### src/rtl/hdlc_rx_pkg.sv
package hdlc_rx_pkg;
  // Meaning of one sampled line bit after run-length classification
  typedef enum logic [2:0] {
    SYM_NONE,   // no bit this cycle
    SYM_DATA,   // ordinary bit, value on the line
    SYM_STUFF,  // inserted zero, drop it
    SYM_FLAG,   // final zero of a delimiter
    SYM_ABORT   // seventh one in a row
  } sym_t;
endpackage

### src/rtl/hdlc_rx_run.sv
module hdlc_rx_run
  import hdlc_rx_pkg::*;
#(
  parameter int STUFF_RUN = 5,
  parameter int FLAG_ONES = 6
) (
  input  logic clk,
  input  logic rst_n,
  input  logic bit_vld,
  input  logic bit_in,
  output sym_t sym,
  output logic line_idle
);
  localparam int IDLE_RUN = FLAG_ONES + 1;
  localparam int CNT_W    = $clog2(IDLE_RUN + 1);
  localparam logic [CNT_W-1:0] STUFF_C = CNT_W'(STUFF_RUN);
  localparam logic [CNT_W-1:0] FLAG_C  = CNT_W'(FLAG_ONES);
  localparam logic [CNT_W-1:0] IDLE_C  = CNT_W'(IDLE_RUN);

  logic [CNT_W-1:0] cnt_q, cnt_d;

  always_comb begin
    cnt_d = cnt_q;
    sym   = SYM_NONE;
    if (bit_vld) begin
      sym = SYM_DATA;
      if (bit_in) begin
        if (cnt_q != IDLE_C) cnt_d = cnt_q + 1'b1;
        if (cnt_q == FLAG_C) sym = SYM_ABORT;
      end else begin
        cnt_d = '0;
        if (cnt_q == STUFF_C)     sym = SYM_STUFF;
        else if (cnt_q == FLAG_C) sym = SYM_FLAG;
      end
    end
  end

  always_ff @(posedge clk or negedge rst_n) begin
    if (!rst_n) cnt_q <= '0;
    else        cnt_q <= cnt_d;
  end

  assign line_idle = (cnt_q == IDLE_C);
endmodule

### src/rtl/hdlc_rx_tail.sv
module hdlc_rx_tail #(
  parameter int DEPTH = 7
) (
  input  logic clk,
  input  logic rst_n,
  input  logic push,
  input  logic push_bit,
  input  logic flush,
  output logic pop_vld,
  output logic pop_bit
);
  localparam int FW = $clog2(DEPTH + 1);
  localparam logic [FW-1:0] FULL_C = FW'(DEPTH);

  logic [DEPTH-1:0] sr_q, sr_d;
  logic [FW-1:0]    fill_q, fill_d;
  logic             full;

  assign full    = (fill_q == FULL_C);
  assign pop_vld = push && full && !flush;
  assign pop_bit = sr_q[DEPTH-1];

  always_comb begin
    sr_d   = sr_q;
    fill_d = fill_q;
    if (flush) begin
      fill_d = '0;
    end else if (push) begin
      sr_d = {sr_q[DEPTH-2:0], push_bit};
      if (!full) fill_d = fill_q + 1'b1;
    end
  end

  always_ff @(posedge clk or negedge rst_n) begin
    if (!rst_n) begin
      sr_q   <= '0;
      fill_q <= '0;
    end else begin
      sr_q   <= sr_d;
      fill_q <= fill_d;
    end
  end
endmodule

### src/rtl/hdlc_rx_frame.sv
module hdlc_rx_frame
  import hdlc_rx_pkg::*;
#(
  parameter int BYTE_W = 8
) (
  input  logic              clk,
  input  logic              rst_n,
  input  sym_t              sym,
  input  logic              pop_vld,
  input  logic              pop_bit,
  output logic              push,
  output logic              flush,
  output logic              out_vld,
  output logic [BYTE_W-1:0] out_byte,
  output logic              out_sop,
  output logic              out_eop,
  output logic              out_err
);
  localparam int NW = $clog2(BYTE_W);
  localparam logic [NW-1:0] LAST_C = NW'(BYTE_W - 1);

  logic              in_frame_q, in_frame_d;
  logic [BYTE_W-1:0] acc_q, acc_d;
  logic [NW-1:0]     nbit_q, nbit_d;
  logic              any_q, any_d;
  logic              first_q, first_d;
  logic              vld_q, vld_d, sop_q, sop_d, eop_q, eop_d, err_q, err_d;
  logic [BYTE_W-1:0] byte_q, byte_d;

  always_comb begin
    in_frame_d = in_frame_q;
    acc_d      = acc_q;
    nbit_d     = nbit_q;
    any_d      = any_q;
    first_d    = first_q;
    byte_d     = byte_q;
    vld_d      = 1'b0;
    sop_d      = 1'b0;
    eop_d      = 1'b0;
    err_d      = 1'b0;
    push       = in_frame_q && (sym == SYM_DATA);
    flush      = (sym == SYM_FLAG) || (sym == SYM_ABORT);

    if (pop_vld) begin
      acc_d = {pop_bit, acc_q[BYTE_W-1:1]};
      any_d = 1'b1;
      if (nbit_q == LAST_C) begin
        vld_d   = 1'b1;
        byte_d  = acc_d;
        sop_d   = first_q;
        first_d = 1'b0;
        nbit_d  = '0;
      end else begin
        nbit_d = nbit_q + 1'b1;
      end
    end

    if (sym == SYM_FLAG) begin
      if (in_frame_q && any_q) begin
        eop_d = 1'b1;
        err_d = (nbit_q != '0);
      end
      in_frame_d = 1'b1;
      any_d      = 1'b0;
      nbit_d     = '0;
      first_d    = 1'b1;
    end else if (sym == SYM_ABORT) begin
      if (in_frame_q && any_q) begin
        eop_d = 1'b1;
        err_d = 1'b1;
      end
      in_frame_d = 1'b0;
      any_d      = 1'b0;
      nbit_d     = '0;
      first_d    = 1'b0;
    end
  end

  always_ff @(posedge clk or negedge rst_n) begin
    if (!rst_n) begin
      in_frame_q <= 1'b0;
      acc_q      <= '0;
      nbit_q     <= '0;
      any_q      <= 1'b0;
      first_q    <= 1'b0;
      byte_q     <= '0;
      vld_q      <= 1'b0;
      sop_q      <= 1'b0;
      eop_q      <= 1'b0;
      err_q      <= 1'b0;
    end else begin
      in_frame_q <= in_frame_d;
      acc_q      <= acc_d;
      nbit_q     <= nbit_d;
      any_q      <= any_d;
      first_q    <= first_d;
      byte_q     <= byte_d;
      vld_q      <= vld_d;
      sop_q      <= sop_d;
      eop_q      <= eop_d;
      err_q      <= err_d;
    end
  end

  assign out_vld  = vld_q;
  assign out_byte = byte_q;
  assign out_sop  = sop_q;
  assign out_eop  = eop_q;
  assign out_err  = err_q;
endmodule

### src/rtl/hdlc_bit_deframer.sv
module hdlc_bit_deframer
  import hdlc_rx_pkg::*;
#(
  parameter int BYTE_W    = 8,
  parameter int STUFF_RUN = 5,
  parameter int FLAG_ONES = 6
) (
  input  logic              clk,
  input  logic              rst_n,
  input  logic              bit_vld,
  input  logic              bit_in,
  output logic              out_vld,
  output logic [BYTE_W-1:0] out_byte,
  output logic              out_sop,
  output logic              out_eop,
  output logic              out_err,
  output logic              line_idle
);
  // Bits of a delimiter that arrive before its final zero
  localparam int TAIL_DEPTH = FLAG_ONES + 1;

  sym_t sym;
  logic push, flush, pop_vld, pop_bit;

  hdlc_rx_run #(
    .STUFF_RUN(STUFF_RUN),
    .FLAG_ONES(FLAG_ONES)
  ) u_run (
    .clk      (clk),
    .rst_n    (rst_n),
    .bit_vld  (bit_vld),
    .bit_in   (bit_in),
    .sym      (sym),
    .line_idle(line_idle)
  );

  hdlc_rx_tail #(
    .DEPTH(TAIL_DEPTH)
  ) u_tail (
    .clk     (clk),
    .rst_n   (rst_n),
    .push    (push),
    .push_bit(bit_in),
    .flush   (flush),
    .pop_vld (pop_vld),
    .pop_bit (pop_bit)
  );

  hdlc_rx_frame #(
    .BYTE_W(BYTE_W)
  ) u_frame (
    .clk     (clk),
    .rst_n   (rst_n),
    .sym     (sym),
    .pop_vld (pop_vld),
    .pop_bit (pop_bit),
    .push    (push),
    .flush   (flush),
    .out_vld (out_vld),
    .out_byte(out_byte),
    .out_sop (out_sop),
    .out_eop (out_eop),
    .out_err (out_err)
  );
endmodule

### config.mk
export PLATFORM = sky130hd
export DESIGN_NAME = hdlc_bit_deframer
export DESIGN_NICKNAME = d
export VERILOG_FILES = /design/src/rtl/hdlc_rx_pkg.sv /design/src/rtl/hdlc_rx_run.sv /design/src/rtl/hdlc_rx_tail.sv /design/src/rtl/hdlc_rx_frame.sv /design/src/rtl/hdlc_bit_deframer.sv
export SDC_FILE = /design/constraint.sdc
export NUM_CORES = 1
export LEC_CHECK = 0
export ABC_CLOCK_PERIOD_IN_PS = 1800
export BUFFER_PORTS_ARGS = -buffer_cell sky130_fd_sc_hd__clkbuf_2
export CORE_ASPECT_RATIO = 1.2
export CORE_UTILIZATION = 51
export DETAILED_ROUTE_END_ITERATION = 10
export PLACE_DENSITY = 0.73
export RECOVER_POWER = 50
export SYNTH_ARGS = -nofsm -noshare
export SYNTH_HDL_FRONTEND = slang
export SYNTH_SLANG_ARGS = --single-unit
### constraint.sdc
create_clock -name clk -period 1.8 [get_ports clk]
set_clock_uncertainty 0.2 [all_clocks]
set_input_delay 0.27 -clock clk [delete_from_list [all_inputs] [get_ports clk]]
set_output_delay 0.27 -clock clk [all_outputs]
set_load 0.005 [all_outputs]
==> results.md <==
Detailed routing:
- The wire length per cell is approximately 15 um.
- The routed design has around 3300 um of wire.
- The via total after detailed routing is between 1,000 and 1,500.
- For this block, the initial DRC count from the detailed router was 28.
- The post-detailed-route DRC marker count is 0.
- The antenna violation net count after detailed routing is 0.
- The via density per instance is approximately 5.3.
- Before antenna repair, the detailed router went through 5 iterations.

Cells and area:
- Once layout is complete, the utilization of the core stands at approximately two thirds.
- The fraction of layout instances using a drive strength above 1 is approximately 37%.
- The count of fill cells added during filler insertion is 229.
- In the final design database the tool counted around 190 nets.
- The number of inserted diodes is 0.
- The area used by multi-input combinational logic is about 770 um2.
- The post-synthesis to final-layout area growth is 25.5%.
- Summing all flip-flop and latch instances after layout gives roughly 950 um2.

Worst setup path:
- The number of cells on the worst reg-to-reg path is 7.
- The cell type of the slowest stage on the worst timing path is sky130_fd_sc_hd__dfrtp_2.
- The setup path with the least slack is of type reg -> reg.
- The startpoint type of the worst setup path is a flip-flop.
- The number of buffer and inverter instances along the worst setup path is 3.
- For the worst setup path, the data required time is about 1800 ps.
- Tracing the worst setup path back leads to its startpoint at u_run.cnt_q[1]$_DFFE_PN0P_.
- In this run the register-to-register setup slack is -70 ps.
- The largest fanout on the critical path is 8.
- The timing endpoint of the critical path is u_tail.sr_q[2]$_DFFE_PN0P_.
- The total stage count of the critical path is 7.
- The kind of cell with the highest combined delay along the critical path is flip-flops.
- The worst setup path is captured at a flip-flop.
- The signal on the critical path passes through inv_2 > ha_4 > nand3b_1 > buf_4 > nand3_2 > buf_6 > mux2_4.
- The end of the worst register-to-register path is u_tail.sr_q[2]$_DFFE_PN0P_.
- The startpoint of the most critical register-to-register path is u_run.cnt_q[1]$_DFFE_PN0P_.
- The largest incremental delay on the critical path is around 480 ps.
- The worst endpoint data arrival time is 1890 ps.

Die:
- After floorplanning, the core was sized to cover slightly above 0.003 mm2.
- The area of the die is approximately 0.0035 mm2.
- The total I/O pin count is 17.
- From bottom edge to top edge, the die measures about 64 um.
- The floorplan has 22 rows.
- Once the floorplan was initialized, standard cells occupied a little over half of the core.
- The die width is about 54 um.

Timing:
- After layout, the worst path uses 104% of the clock period.
- After layout, the minimum clock period comes to around 1900 ps.
- Setup repair after global routing could not meet its margin everywhere.
- The achievable clock frequency is 0.536 GHz.
- The final-report hold violation count was 0.
- The post-route worst setup slack is -66.6 ps.
- Headroom to the max-slew limit came out at approximately two fifths.
- For the pin with the worst max-slew slack, the measured transition is 927 ps.
- The final-report setup violation count is 15.
- The number of pins with negative max-slew slack in the final report is 0.

Global routing:
- The first global-routing pass estimated between 5000 and 6000 um of wire.
- The via count of the first global-routing pass is 1,139.
- In the global route stage, overall resource usage came out at ~22%.
- The total congestion overflow after global routing is 0.
- Entering global routing, the biggest net connects 39 pins.
- The initial antenna violation count is 0.

Logic synthesis:
- The number of flops mapped to enable cells by yosys is 0.
- In this run the biggest area consumer among cell types represents 57.6% of the synthesized area.
- Measured against the total synthesized area, the mux share comes to about an eighth.
- The post-synth net total is 154.
- By area the synthesized netlist is led by sky130_fd_sc_hd__dfrtp_1, sky130_fd_sc_hd__nand2_1, sky130_fd_sc_hd__mux2_4, sky130_fd_sc_hd__ha_1, sky130_fd_sc_hd__mux2_2.
- The Yosys step of the flow raised 0 warnings.
- Summing the areas of all xor and xnor instances in the mapped netlist gives 0% of the synthesized area.
- After synthesis, the netlist uses 29 different library cells.
- The sequential-to-total area share from yosys stat is 57.6%.
- The average cell area after synthesis is roughly 12 um2.
- The gate count after technology mapping is between 100 and 150.
- By count the netlist is led by sky130_fd_sc_hd__dfrtp_1, sky130_fd_sc_hd__nand2_1, sky130_fd_sc_hd__ha_1.
- Yosys instantiated no cell more often than sky130_fd_sc_hd__dfrtp_1.
- The async set or reset register ratio after synthesis is 100%.
- The post-synthesis compound-gate area fraction is between 5 and 6%.
- The count of state elements after synthesis is 38.
- The area share of and/or/nand/nor cells after synthesis is 15.5%.
- The adder-cell share of the synthesized area is 6.82%.
- The mapped netlist covers between 0.0015 and 0.002 mm2.
- The combinational family with the most area after synthesis is simple AND/OR/NAND/NOR gates.
- The synthesized design spends more area on one cell type than any other, namely sky130_fd_sc_hd__dfrtp_1.
- In the synthesized netlist the dominant register cell turns out to be sky130_fd_sc_hd__dfrtp_1.

Placement:
- The final HPWL from detailed placement is between 2000 and 2500 um.
- Routability-driven placement finished with a final weighted congestion of approximately 0.74.
- At the placement stage, the worst setup path has a slack of -64.5 ps.
- During placement, the flow inserted port buffers numbering 16.

Worst hold path:
- In this run the worst hold path is classified as in -> reg.

Power:
- The worst-case IR drop observed on VDD is 746 uV.
- The static leakage is 1.13 nW.
- The total power divided by cell area is 875 mW/mm2.

Clock tree:
- The tree is rooted in a sky130_fd_sc_hd__clkbuf_4.
- No sink is reached through more buffers than the 2 on the longest clock path.
- After clock tree synthesis, the clock-pin slew on the worst setup and hold paths is 100 ps.
- The worst-skew pair later-pin latency is ~350 ps.
- TritonCTS built the clock tree.
- The clock sink count is 38.
- The H-tree was split into 2 levels.
- Clock tree synthesis inserted a total of 5 buffers.

Job:
- Across the run, the number of max-cap violations was 0.

Outcome:
- The flow ran to the end, but the final reports show violations.
- The checks that failed: setup timing.
==> per-stage QoR <==
step,cell area [um2],std cells,TNS [ps],total power [mW],hold WS (ps)
final,2070,215,-799,1.81,107
after global routing,2070,215,-1690,1.91,89.9
after CTS,2020,213,-88.2,1.76,85.4
after detailed placement,1810,197,-594,1.26,143
after global placement,1810,197,0,1.23,132
after floorplan,1650,141,0,1.17,-226
==> worst reg2reg max path: stages, from the launching register on <==
cell,delay [ps]
sky130_fd_sc_hd__dfrtp_2,480
sky130_fd_sc_hd__inv_2,110
sky130_fd_sc_hd__ha_4,150
sky130_fd_sc_hd__nand3b_1,120
sky130_fd_sc_hd__buf_4,190
sky130_fd_sc_hd__nand3_2,60
sky130_fd_sc_hd__buf_6,140
sky130_fd_sc_hd__mux2_4,310
==> metal layers <==
metal	vias up	routed length [um]	GRT usage, %
met4	0	51	10.5
li1	552	-	-
met1	547	1380	26.4
met3	6	137	7.38
met5	-	0	0
met2	37	1750	34.4
==> kinds of logic (layout without fill, tap and decap cells) <==
| family | Yosys count | after routing |
|---|---|---|
| AO/OA/AOI/OAI | 14 | 14 |
| adder cells (fa/ha/maj) | 9 | 9 |
| buffers and inverters | 11 | 48 |
| flip-flops | 38 | 38 |
| multiplexers | 15 | 15 |
| AND/OR/NAND/NOR | 54 | 55 |
==> power by group <==
group	switching [mW]	internal [mW]
logic	0.146	0.183
registers	0.0747	0.952
clock network	0.269	0.189
total	0.490	1.32
==> cells in the final DEF, fill, tap and decap left out, types with 2 or more instances in the layout <==
cell,Yosys,layout
sky130_fd_sc_hd__dfrtp_1,38,37
sky130_fd_sc_hd__nand2_1,33,32
sky130_fd_sc_hd__clkbuf_2,0,17
sky130_fd_sc_hd__mux2_4,8,14
sky130_fd_sc_hd__buf_4,0,10
sky130_fd_sc_hd__inv_1,8,6
sky130_fd_sc_hd__ha_1,9,5
sky130_fd_sc_hd__clkbuf_4,0,5
sky130_fd_sc_hd__nand3_1,5,4
sky130_fd_sc_hd__nor2_1,4,4
sky130_fd_sc_hd__ha_4,0,4
sky130_fd_sc_hd__o21ai_0,3,3
sky130_fd_sc_hd__a21oi_1,3,3
sky130_fd_sc_hd__o22ai_1,3,3
sky130_fd_sc_hd__buf_6,0,3
sky130_fd_sc_hd__nand2_4,1,2
sky130_fd_sc_hd__nor2b_1,2,2
sky130_fd_sc_hd__dlygate4sd3_1,0,2
==> sequential cells by signal, indices dropped and copies added, names as in the netlist <==
signal	flops
u_frame.nbit_q	3
u_frame.out_err	1
u_frame.out_vld	1
u_frame.acc_q	7
u_frame.out_byte	8
u_tail.sr_q	7
u_frame.out_sop	1
u_run.cnt_q	3
u_frame.in_frame_q	1
u_frame.any_q	1
u_frame.out_eop	1
u_tail.fill_q	3
u_frame.first_q	1
==> worst min path at each step <==
stage	startpoint	to	slack, ps	depth (start not counted)
4_1_cts	bit_in	u_frame.in_frame_q$_DFFE_PN0N_	90	3
3_5_place_dp	rst_n	u_frame.nbit_q[0]$_DFFE_PN0P_	140	2
2_1_floorplan	rst_n	u_frame.acc_q[1]$_DFFE_PN0P_	-230	0
3_3_place_gp	rst_n	u_frame.nbit_q[0]$_DFFE_PN0P_	130	2
5_1_grt	bit_in	u_frame.in_frame_q$_DFFE_PN0N_	90	3
6_report	bit_in	u_frame.in_frame_q$_DFFE_PN0N_	110	3
==> cell type report <==
class                      instances  area share [%]
clock buffer                       7            2.66
inverter                           8            1.57
sequential                        38            45.9
clock inverter                     1           0.241
multi-input combinational         93            37.1
timing repair buffer              32            10.3
tap                               36            2.17
==> timing repair <==
| item | in CTS | in global routing |
|---|---|---|
| hold buffers | 2 | 0 |
| gates resized for setup | 18 | 11 |
| endpoints found under the hold margin | 39 | 0 |
| setup endpoints to repair | 16 | 23 |
| buffers inserted | 6 | 2 |
| pin swaps | 1 | 3 |
| gates cloned | 1 | 0 |
No activity file was read; power rests on OpenSTA's default activity.
